<file path="src/rtl/sram_agen_pkg.sv">
package sram_agen_pkg;
  typedef enum logic [1:0] {
    OP_SEARCH = 2'd0,
    OP_LEARN  = 2'd1,
    OP_PIO_RD = 2'd2,
    OP_PIO_WR = 2'd3
  } op_e;

  localparam logic [1:0] SPACE_SRAM = 2'b10;
endpackage

</file>
<file path="src/rtl/sram_res_regs.sv">
module sram_res_regs
  import sram_agen_pkg::*;
#(
  parameter int IDX_W = 14,
  parameter int NRES  = 8,
  localparam int SEL_W = $clog2(NRES)
) (
  input  logic             clk_i,
  input  logic             rst_ni,
  input  logic             st_en_i,
  input  logic [SEL_W-1:0] sel_i,
  input  op_e              op_i,
  input  logic [IDX_W-1:0] match_idx_i,
  input  logic [IDX_W-1:0] nfa_i,
  input  logic [IDX_W-1:0] pio_idx_i,
  input  logic             use_res_i,
  output logic [IDX_W-1:0] idx_o
);
  logic [IDX_W-1:0] res_q [NRES];
  logic [IDX_W-1:0] res_rd, res_idx;

  always_ff @(posedge clk_i or negedge rst_ni) begin
    if (!rst_ni) begin
      for (int k = 0; k < NRES; k++) res_q[k] <= '0;
    end else if (st_en_i) begin
      res_q[sel_i] <= match_idx_i;
    end
  end

  assign res_rd = res_q[sel_i];

  // low two bits merge the host offset into the stored index
  always_comb begin
    res_idx = res_rd;
    res_idx[1:0] = res_rd[1:0] | pio_idx_i[1:0];
  end

  always_comb begin
    unique case (op_i)
      OP_SEARCH: idx_o = match_idx_i;
      OP_LEARN:  idx_o = nfa_i;
      default:   idx_o = use_res_i ? res_idx : pio_idx_i;
    endcase
  end


  res_store_chk: assert property (@(posedge clk_i) disable iff (!rst_ni)
    st_en_i |=> res_q[$past(sel_i)] == $past(match_idx_i));
endmodule

</file>
<file path="src/rtl/sram_dev_match.sv">
module sram_dev_match
  import sram_agen_pkg::*;
#(
  parameter int ID_W = 5
) (
  input  logic            clk_i,
  input  logic            rst_ni,
  input  logic            valid_i,
  input  op_e             op_i,
  input  logic            win_i,
  input  logic [ID_W-1:0] my_id_i,
  input  logic            last_dev_i,
  input  logic [ID_W-1:0] tgt_id_i,
  input  logic [1:0]      tgt_space_i,
  output logic            go_o,
  output logic            wr_o
);
  logic is_pio, bcast, id_hit, space_ok;

  assign is_pio   = (op_i == OP_PIO_RD) || (op_i == OP_PIO_WR);
  assign bcast    = &tgt_id_i;
  assign id_hit   = (tgt_id_i == my_id_i) || (bcast && last_dev_i);
  assign space_ok = (tgt_space_i == SPACE_SRAM);

  always_comb begin
    go_o = 1'b0;
    if (valid_i) go_o = is_pio ? (id_hit && space_ok) : win_i;
  end

  assign wr_o = (op_i == OP_LEARN) || (op_i == OP_PIO_WR);


  space_gate_chk: assert property (@(posedge clk_i) disable iff (!rst_ni)
    (is_pio && tgt_space_i != SPACE_SRAM) |-> !go_o);

  bcast_gate_chk: assert property (@(posedge clk_i) disable iff (!rst_ni)
    (is_pio && bcast && !last_dev_i && my_id_i != '1) |-> !go_o);

  search_win_chk: assert property (@(posedge clk_i) disable iff (!rst_ni)
    (op_i == OP_SEARCH && !win_i) |-> !go_o);
endmodule

</file>
<file path="src/rtl/sram_lat_pipe.sv">
module sram_lat_pipe #(
  parameter int W     = 24,
  parameter int LAT_W = 3,
  localparam int DEPTH = 1 << LAT_W
) (
  input  logic             clk_i,
  input  logic             rst_ni,
  input  logic [W-1:0]     d_i,
  input  logic [LAT_W-1:0] sel_i,
  output logic [W-1:0]     q_o
);
  logic [W-1:0] stage_q [DEPTH];

  always_ff @(posedge clk_i or negedge rst_ni) begin
    if (!rst_ni) stage_q[0] <= '0;
    else         stage_q[0] <= d_i;
  end

  for (genvar k = 1; k < DEPTH; k++) begin : g_stage
    always_ff @(posedge clk_i or negedge rst_ni) begin
      if (!rst_ni) stage_q[k] <= '0;
      else         stage_q[k] <= stage_q[k-1];
    end

    stage_shift_chk: assert property (@(posedge clk_i) disable iff (!rst_ni)
      stage_q[k] == $past(stage_q[k-1]));
  end

  assign q_o = stage_q[sel_i];
endmodule

</file>
<file path="src/rtl/sram_addr_gen.sv">
module sram_addr_gen
  import sram_agen_pkg::*;
#(
  parameter int IDX_W  = 14,
  parameter int ID_W   = 5,
  parameter int PAGE_W = 3,
  parameter int LAT_W  = 3,
  parameter int NRES   = 8,
  localparam int SEL_W  = $clog2(NRES),
  localparam int ADDR_W = PAGE_W + ID_W + IDX_W,
  localparam int PIPE_W = ADDR_W + 2
) (
  input  logic              clk_i,
  input  logic              rst_ni,
  input  logic              op_valid_i,
  input  logic [1:0]        op_kind_i,
  input  logic [PAGE_W-1:0] page_i,
  input  logic [ID_W-1:0]   my_id_i,
  input  logic              last_dev_i,
  input  logic [LAT_W-1:0]  hit_lat_i,
  input  logic              win_i,
  input  logic [IDX_W-1:0]  match_idx_i,
  input  logic [SEL_W-1:0]  res_sel_i,
  input  logic [IDX_W-1:0]  nfa_i,
  input  logic [ID_W-1:0]   tgt_id_i,
  input  logic [1:0]        tgt_space_i,
  input  logic              use_res_i,
  input  logic [IDX_W-1:0]  pio_idx_i,
  output logic [ADDR_W-1:0] sram_addr_o,
  output logic              sram_ce_no,
  output logic              sram_we_no,
  output logic              sram_ale_no,
  output logic              drive_o
);
  op_e               op;
  logic [IDX_W-1:0]  idx;
  logic              go, wr, st_en;
  logic [PIPE_W-1:0] pipe_d, pipe_q;
  logic              q_go, q_wr;
  logic [ADDR_W-1:0] q_addr;

  assign op    = op_e'(op_kind_i);
  assign st_en = op_valid_i && (op == OP_SEARCH) && win_i;

  sram_res_regs #(.IDX_W(IDX_W), .NRES(NRES)) u_res (
    .clk_i       (clk_i),
    .rst_ni      (rst_ni),
    .st_en_i     (st_en),
    .sel_i       (res_sel_i),
    .op_i        (op),
    .match_idx_i (match_idx_i),
    .nfa_i       (nfa_i),
    .pio_idx_i   (pio_idx_i),
    .use_res_i   (use_res_i),
    .idx_o       (idx)
  );

  sram_dev_match #(.ID_W(ID_W)) u_match (
    .clk_i       (clk_i),
    .rst_ni      (rst_ni),
    .valid_i     (op_valid_i),
    .op_i        (op),
    .win_i       (win_i),
    .my_id_i     (my_id_i),
    .last_dev_i  (last_dev_i),
    .tgt_id_i    (tgt_id_i),
    .tgt_space_i (tgt_space_i),
    .go_o        (go),
    .wr_o        (wr)
  );

  assign pipe_d = {go, wr, page_i, my_id_i, idx};

  sram_lat_pipe #(.W(PIPE_W), .LAT_W(LAT_W)) u_pipe (
    .clk_i  (clk_i),
    .rst_ni (rst_ni),
    .d_i    (pipe_d),
    .sel_i  (hit_lat_i),
    .q_o    (pipe_q)
  );

  assign {q_go, q_wr, q_addr} = pipe_q;

  assign drive_o     = q_go;
  assign sram_addr_o = q_go ? q_addr : '1;
  assign sram_ce_no  = !q_go;
  assign sram_ale_no = !q_go;
  assign sram_we_no  = !(q_go && q_wr);


  idle_bus_chk: assert property (@(posedge clk_i) disable iff (!rst_ni)
    !drive_o |-> (sram_addr_o == '1 && sram_ce_no && sram_we_no && sram_ale_no));

  ce_ale_pair_chk: assert property (@(posedge clk_i) disable iff (!rst_ni)
    sram_ce_no == sram_ale_no);

  we_needs_ce_chk: assert property (@(posedge clk_i) disable iff (!rst_ni)
    !sram_we_no |-> !sram_ce_no);

  id_field_chk: assert property (@(posedge clk_i) disable iff (!rst_ni)
    (drive_o && $stable(my_id_i)) |-> sram_addr_o[IDX_W +: ID_W] == my_id_i);
endmodule

</file>
<file path="config.mk">
export PLATFORM = sky130hd
export DESIGN_NAME = sram_addr_gen
export DESIGN_NICKNAME = d
export VERILOG_FILES = /design/src/rtl/sram_agen_pkg.sv /design/src/rtl/sram_res_regs.sv /design/src/rtl/sram_dev_match.sv /design/src/rtl/sram_lat_pipe.sv /design/src/rtl/sram_addr_gen.sv
export SDC_FILE = /design/constraint.sdc
export NUM_CORES = 1
export LEC_CHECK = 0
export ABC_AREA = 1
export BUFFER_PORTS_ARGS = -buffer_cell sky130_fd_sc_hd__clkbuf_2
export CORE_MARGIN = 2
export CORE_UTILIZATION = 40
export CTS_CLUSTER_SIZE = 40
export DETAILED_ROUTE_END_ITERATION = 16
export PLACE_DENSITY = 0.68
export SETUP_SLACK_MARGIN = 0.1
export SKIP_CTS_REPAIR_TIMING = 1
export SLEW_MARGIN = 15
export SYNTH_ARGS = -nofsm -noshare
export SYNTH_HDL_FRONTEND = slang
export SYNTH_HIERARCHICAL = 1
export SYNTH_SLANG_ARGS = --single-unit
</file>
<file path="constraint.sdc">
create_clock -name clk_i -period 1.3 [get_ports clk_i]
set_input_delay 0.13 -clock clk_i [delete_from_list [all_inputs] [get_ports clk_i]]
set_output_delay 0.13 -clock clk_i [all_outputs]
set_load 0.02 [all_outputs]
</file>
* After elaboration in Yosys (flattened, before gate mapping)
Index checks and enable logic that the tools add are counted.
** Word-level totals
- Register bits after elaboration :: 304
- Input port bits :: 71
- Output and inout bits :: 26
** Cells by class
- Order comparisons :: 3
- Eq/ne operators :: 5
- Multiplexer cells :: 14
- Bitwise logic cells :: 3
- Reduce and logical (&&, ||, !) cells :: 13
** Operators with widths (count)
- 112-bit bitwise mux :: 1
- 24-bit binary-select mux with 3-bit select :: 1
- 14-bit 2-to-1 mux :: 4
- 24-bit 2-to-1 mux :: 2
- 14-bit binary-select mux with 3-bit select :: 1
- 14-bit demux with 3-bit select :: 1
- 14-bit case mux with 2 select lines :: 1
- 22-bit 2-to-1 mux :: 1
- 4-bit >= comparator, second input constant :: 2
- 3-bit inverter with 4-bit output :: 2
- 2-bit == test, second input constant :: 3
- 1-bit logical AND :: 6
- 5-bit == test :: 1
- 5-bit AND reduction :: 1
- 4-bit by 1-bit less-than comparator with 1-bit output, second input constant :: 1
- 1-bit logical OR :: 3
- 2-bit by 1-bit == test with 1-bit output, second input constant :: 1
- 1-bit zero test :: 2
- 2-bit zero test :: 1
- 1-bit 2-to-1 mux :: 2
- 2-bit bitwise OR :: 1

* Depth between registers and ports, before layout
- Word-level depth :: 7
- Gate-level depth with buffers :: 12

* Hierarchy
Netlist, hierarchy kept.
** Modules (own cells, without submodules)
- sram_lat_pipe :: times used 1, cells an instance 831, area an instance 7400.8 sq um, sequential area each 4804.6 sq um
- sram_res_regs :: times used 1, cells an instance 751, area an instance 5549.1 sq um, sequential area each 2802.7 sq um
- sram_addr_gen :: times used 1, cells an instance 32, area an instance 193.9 sq um, sequential area each 0.0 sq um
- sram_dev_match :: times used 1, cells an instance 34, area an instance 150.1 sq um, sequential area each 0.0 sq um

* Worst setup path after synthesis
No wires, ideal clock.
- Path type :: in2out
- From :: input hit_lat_i[0]
- To :: output sram_addr_o[11]
- Arrival :: 1.489 ns
- Slack :: -0.319 ns
- Stages :: 11
- Buffers on the path :: 4
- Cells stage by stage :: buf_4 > buf_6 > buf_4 > nand2_1 > nand3_1 > nand2_1 > nand2_1 > nand2_1 > inv_2 > buf_6 > or2_1
** Between the ends
- Word-level cells in the longest chain between the ends :: 5
** Ends and longest elaborated chain
- from (decl) :: line sram_addr_gen.sv:20 : input logic [LAT_W-1:0] hit_lat_i,
- 3-bit inverter with 4-bit output (not written as such) :: line sram_lat_pipe.sv:29 : assign q_o = stage_q[sel_i];
- 24-bit binary-select mux with 3-bit select :: line sram_lat_pipe.sv:29
- 24-bit 2-to-1 mux (not written as such) (2 in series) :: line sram_lat_pipe.sv:29
- via drive_o :: line sram_addr_gen.sv:33 : output logic drive_o
- 22-bit 2-to-1 mux :: line sram_addr_gen.sv:85 : assign sram_addr_o = q_go ? q_addr : '1;
- to (decl) :: line sram_addr_gen.sv:29 : output logic [ADDR_W-1:0] sram_addr_o,
The timed path passes the listed nets, and every way through them passes these cells. The select of a mux whose other input is x is not followed.

* Worst setup path in the final report
- From :: register u_pipe/stage_q[191] in the netlist's numbering
- To :: output sram_addr_o[19]
** Between the ends
- Word-level cells in the longest chain between the ends :: 4
** Ends and longest elaborated chain
- from (decl) :: line sram_lat_pipe.sv:12 : logic [W-1:0] stage_q [DEPTH];
- 24-bit binary-select mux with 3-bit select :: line sram_lat_pipe.sv:29
- 24-bit 2-to-1 mux (not written as such) (2 in series) :: line sram_lat_pipe.sv:29
- 22-bit 2-to-1 mux :: line sram_addr_gen.sv:85
No other way between the ends. The select of a mux whose other input is x is not followed.

==> results by group <==
Detailed routing
  – Vias per std cell: 4.72
  – Routed WL per cell: 14.6 um
  – WL final: 33.4 mm
  – DRC violations left: 0
  – Router iterations before antenna repair: 5
  – Via count: between 10000 and 15000
  – Post-route ant nets: 0
  – 1st-iter DRT viols: 816

Clock tree
  – CTS Root Cell: clkbuf_16
  – Clock slew at reported path FFs: 60 ps
  – Clock buffer count from CTS: 34
  – H-tree depth: 2
  – Clk sinks: 304
  – Deepest clock path buffer count: 3
  – CTS tree: yes
  – Clk Latency, worst-skew pair: 520 ps

Placed design
  – Buffers added on ports: 96
  – Half-perimeter wire length after detailed placement: ~23 mm
  – Final GP Congestion: 0.842

STA
  – Final setup skew: ~22 ps
  – Final setup violation count: 26
  – Slew HR: 74.8%
  – Setup WS post-layout: -640 ps
  – RSZ-0062 raised after global routing: yes
  – Final hold violations: 5
  – Max Slew Vio Count: 0
  – Max Fclk: roughly 0.5 GHz
  – Post-layout min period: 1940 ps
  – Crit share post-route: 149%
  – Worst-margin pin slew: 378 ps
  – Final hold slack: -35.8 ps

Setup path
  – Critical Path RT: 1170 ps
  – Worst Path Buf+Inv: 3
  – Peak per-stage delay on the critical path: 390 ps
  – CP arrival: 1810 ps
  – CP Max Fanout: 24
  – Critical Path Most Common Cell: nand2_1
  – Worst setup SP type: flop
  – Crit path kind: reg -> out
  – CP startpoint: u_pipe/stage_q[191]
  – CP cell instances: inv_1 -> nand2_1 -> nand3_1 -> nand2_1 -> nand2_2 -> nand2_4 -> inv_8 -> or2_2 -> buf_4
  – Setup crit end kind: primary output
  – CP top delay family: simple AND/OR/NAND/NOR gates
  – CP max-delay cell: dfrtp_1
  – R2r startpoint: u_res/res_q[111]

Floorplanning
  – Initial core utilization: 40.8%
  – Width of the die: 186 um
  – Row Count: between 60 and 70
  – I/O pin count: slightly below 100
  – Floorplan Core Area: 32600 sq um
  – Die Height: 186 um
  – Die area: approximately 35000 sq um

Yosys
  – Warning count from the yosys run: 6
  – Net count after synthesis: approximately 1700
  – Seq cells post-synth: 304
  – Register area share after synthesis: 57.2%
  – Mapped cell area: 13300 sq um
  – Yosys cell types: 24
  – Avg Inst Size Synth: about 8 sq um
  – Gate Count Post-Synth: 1648

Cells and area
  – Most common cell after layout, fill and taps aside: nand2_1
  – P&R area growth vs syn: 24.5%
  – Final-layout fill cell count: 2992
  – Share of post-route cells with drive strength above 1: between 10% and 20%
  – Final-stage net count: ~1900
  – Most frequent cells in the layout: nand2_1 (582), dfrtp_1 (304), inv_1 (270)

Pwr
  – Lkg Pwr: 8.90 nW
  – Power Density: 1420 nW/um^2
  – Worst VDD drop: between 0.8 and 0.9 mV
  – Pwr Total: 23.5 mW

GRT
  – Total gr overflow: 0
  – Gr usage total: 19.5%
  – Initial antenna violation count: 1
  – Vias in the first global route: 10900
  – Largest net degree at the start of global routing: 56
  – First-pass GRT wire length: 55.0 mm

Run status
  – Failing checks: negative hold slack, negative setup slack
  – Status: finished with violations

Job
  – MaxCap Viol Count: 0

Min path
  – Min-Delay Path Class: in -> reg
  – HP Start: nfa_i[1]
-- through the flow --
| stage | instance area [sq um] | std cells | util (%) | TNS (ps) | setup slack, ps |
|---|---|---|---|---|---|
| after floorplan | 13400 | 1648 | - | -2820 | -161 |
| after global placement | 15000 | 2196 | 45.9 | -25190 | -251 |
| after detailed placement | 15000 | 2196 | 45.9 | -22070 | -240 |
| after CTS | 16100 | 2255 | 49.5 | -17160 | -708 |
| after global routing | 16500 | 2288 | 50.7 | -17520 | -751 |
| final | 16500 | 2289 | 50.7 | -14620 | -640 |
-- synth_stat cells --
| cell type | n | share of area, % |
|---|---|---|
| buf_4 | 6 | 0.34 |
| nor2_1 | 67 | 1.9 |
| nand2_2 | 5 | 0.24 |
| buf_1 | 4 | 0.11 |
| dfrtp_1 | 304 | 57 |
| or2_2 | 8 | 0.38 |
| o21ai_0 | 144 | 5.4 |
| inv_2 | 4 | 0.11 |
| buf_6 | 8 | 0.68 |
| nand2_1 | 592 | 17 |
| buf_2 | 36 | 1.4 |
| or2_1 | 19 | 0.89 |
| nor3_1 | 1 | 0.038 |
| nor2_2 | 2 | 0.094 |
| o211ai_1 | 16 | 0.90 |
| inv_1 | 271 | 7.7 |
| nor3b_2 | 1 | 0.094 |
| nand3_1 | 128 | 4.8 |
| clkinv_1 | 1 | 0.028 |
| xnor2_1 | 1 | 0.066 |
| clkbuf_2 | 3 | 0.11 |
| a21oi_2 | 1 | 0.066 |
| clkbuf_1 | 22 | 0.62 |
| a21oi_1 | 4 | 0.15 |
-- area by class of cell --
type	count	area (sq um)	area share (%)
Multi-Input combinational cell	989	4330	26.2
Sequential cell	304	7610	46.0
Antenna cell	2	5.00	0.0302
Clock buffer	49	1030	6.21
Tap cell	442	553	3.34
Timing Repair Buffer	217	1850	11.2
Clock inverter	10	129	0.779
Inverter	276	1050	6.32
-- flip-flops by register name, indices dropped and copies added, names as in the netlist --
| name | cells |
|---|---|
| u_pipe/stage_q | 192 |
| u_res/res_q | 112 |
-- worst register-to-register path, cell delays in order (launching register included) --
cell and delay [ps]:
dfrtp_1 380, or2_4 230, o211ai_1 100, nand2_1 90, nor2_2 140, nand2_1 70
nand2_1 70, nand2_2 90
-- layer usage --
layer	up-vias	track usage, %	wire length, um
li1	5323	-	-
met1	5080	26.0	14500
met2	334	32.1	16000
met3	70	2.90	1820
met4	0	7.97	1080
met5	-	0	0
-- cell families (layout without fill, tap and decap cells) --
logic type	count (synthesis)	after routing	share of synthesized area, %
and+or+nand+nor	823	823	25.2
AOI/OAI and AO/OA	165	165	6.54
DFF	304	304	57.2
other	0	2	0
buffers and inverters	355	552	11.0
xor gates and xnor gates	1	1	0.0659
-- report_power, final --
group | internal [mW] | switching (mW) | total, mW | leakage, nW
clock | 5.91 | 3.74 | 9.65 | 0.570
sequential | 10.4 | 0.466 | 10.9 | 3.76
combinational | 1.19 | 1.79 | 2.98 | 4.58
total | 17.5 | 5.99 | 23.5 | 8.90
-- worst paths after layout --
kind                                  endpoint  slack [ps]  cells after the start
setup reg to reg           u_pipe/stage_q[181]           0                      7
max in group asynchronous      u_res/res_q[16]         530                      3
hold / removal             u_pipe/stage_q[169]         -40                      5
min in group asynchronous    u_pipe/stage_q[6]         120                      2
setup / recovery               sram_addr_o[19]        -640                      9
hold reg to reg             u_pipe/stage_q[87]         350                      0
Note: power is estimated with default switching activity, not from simulation.
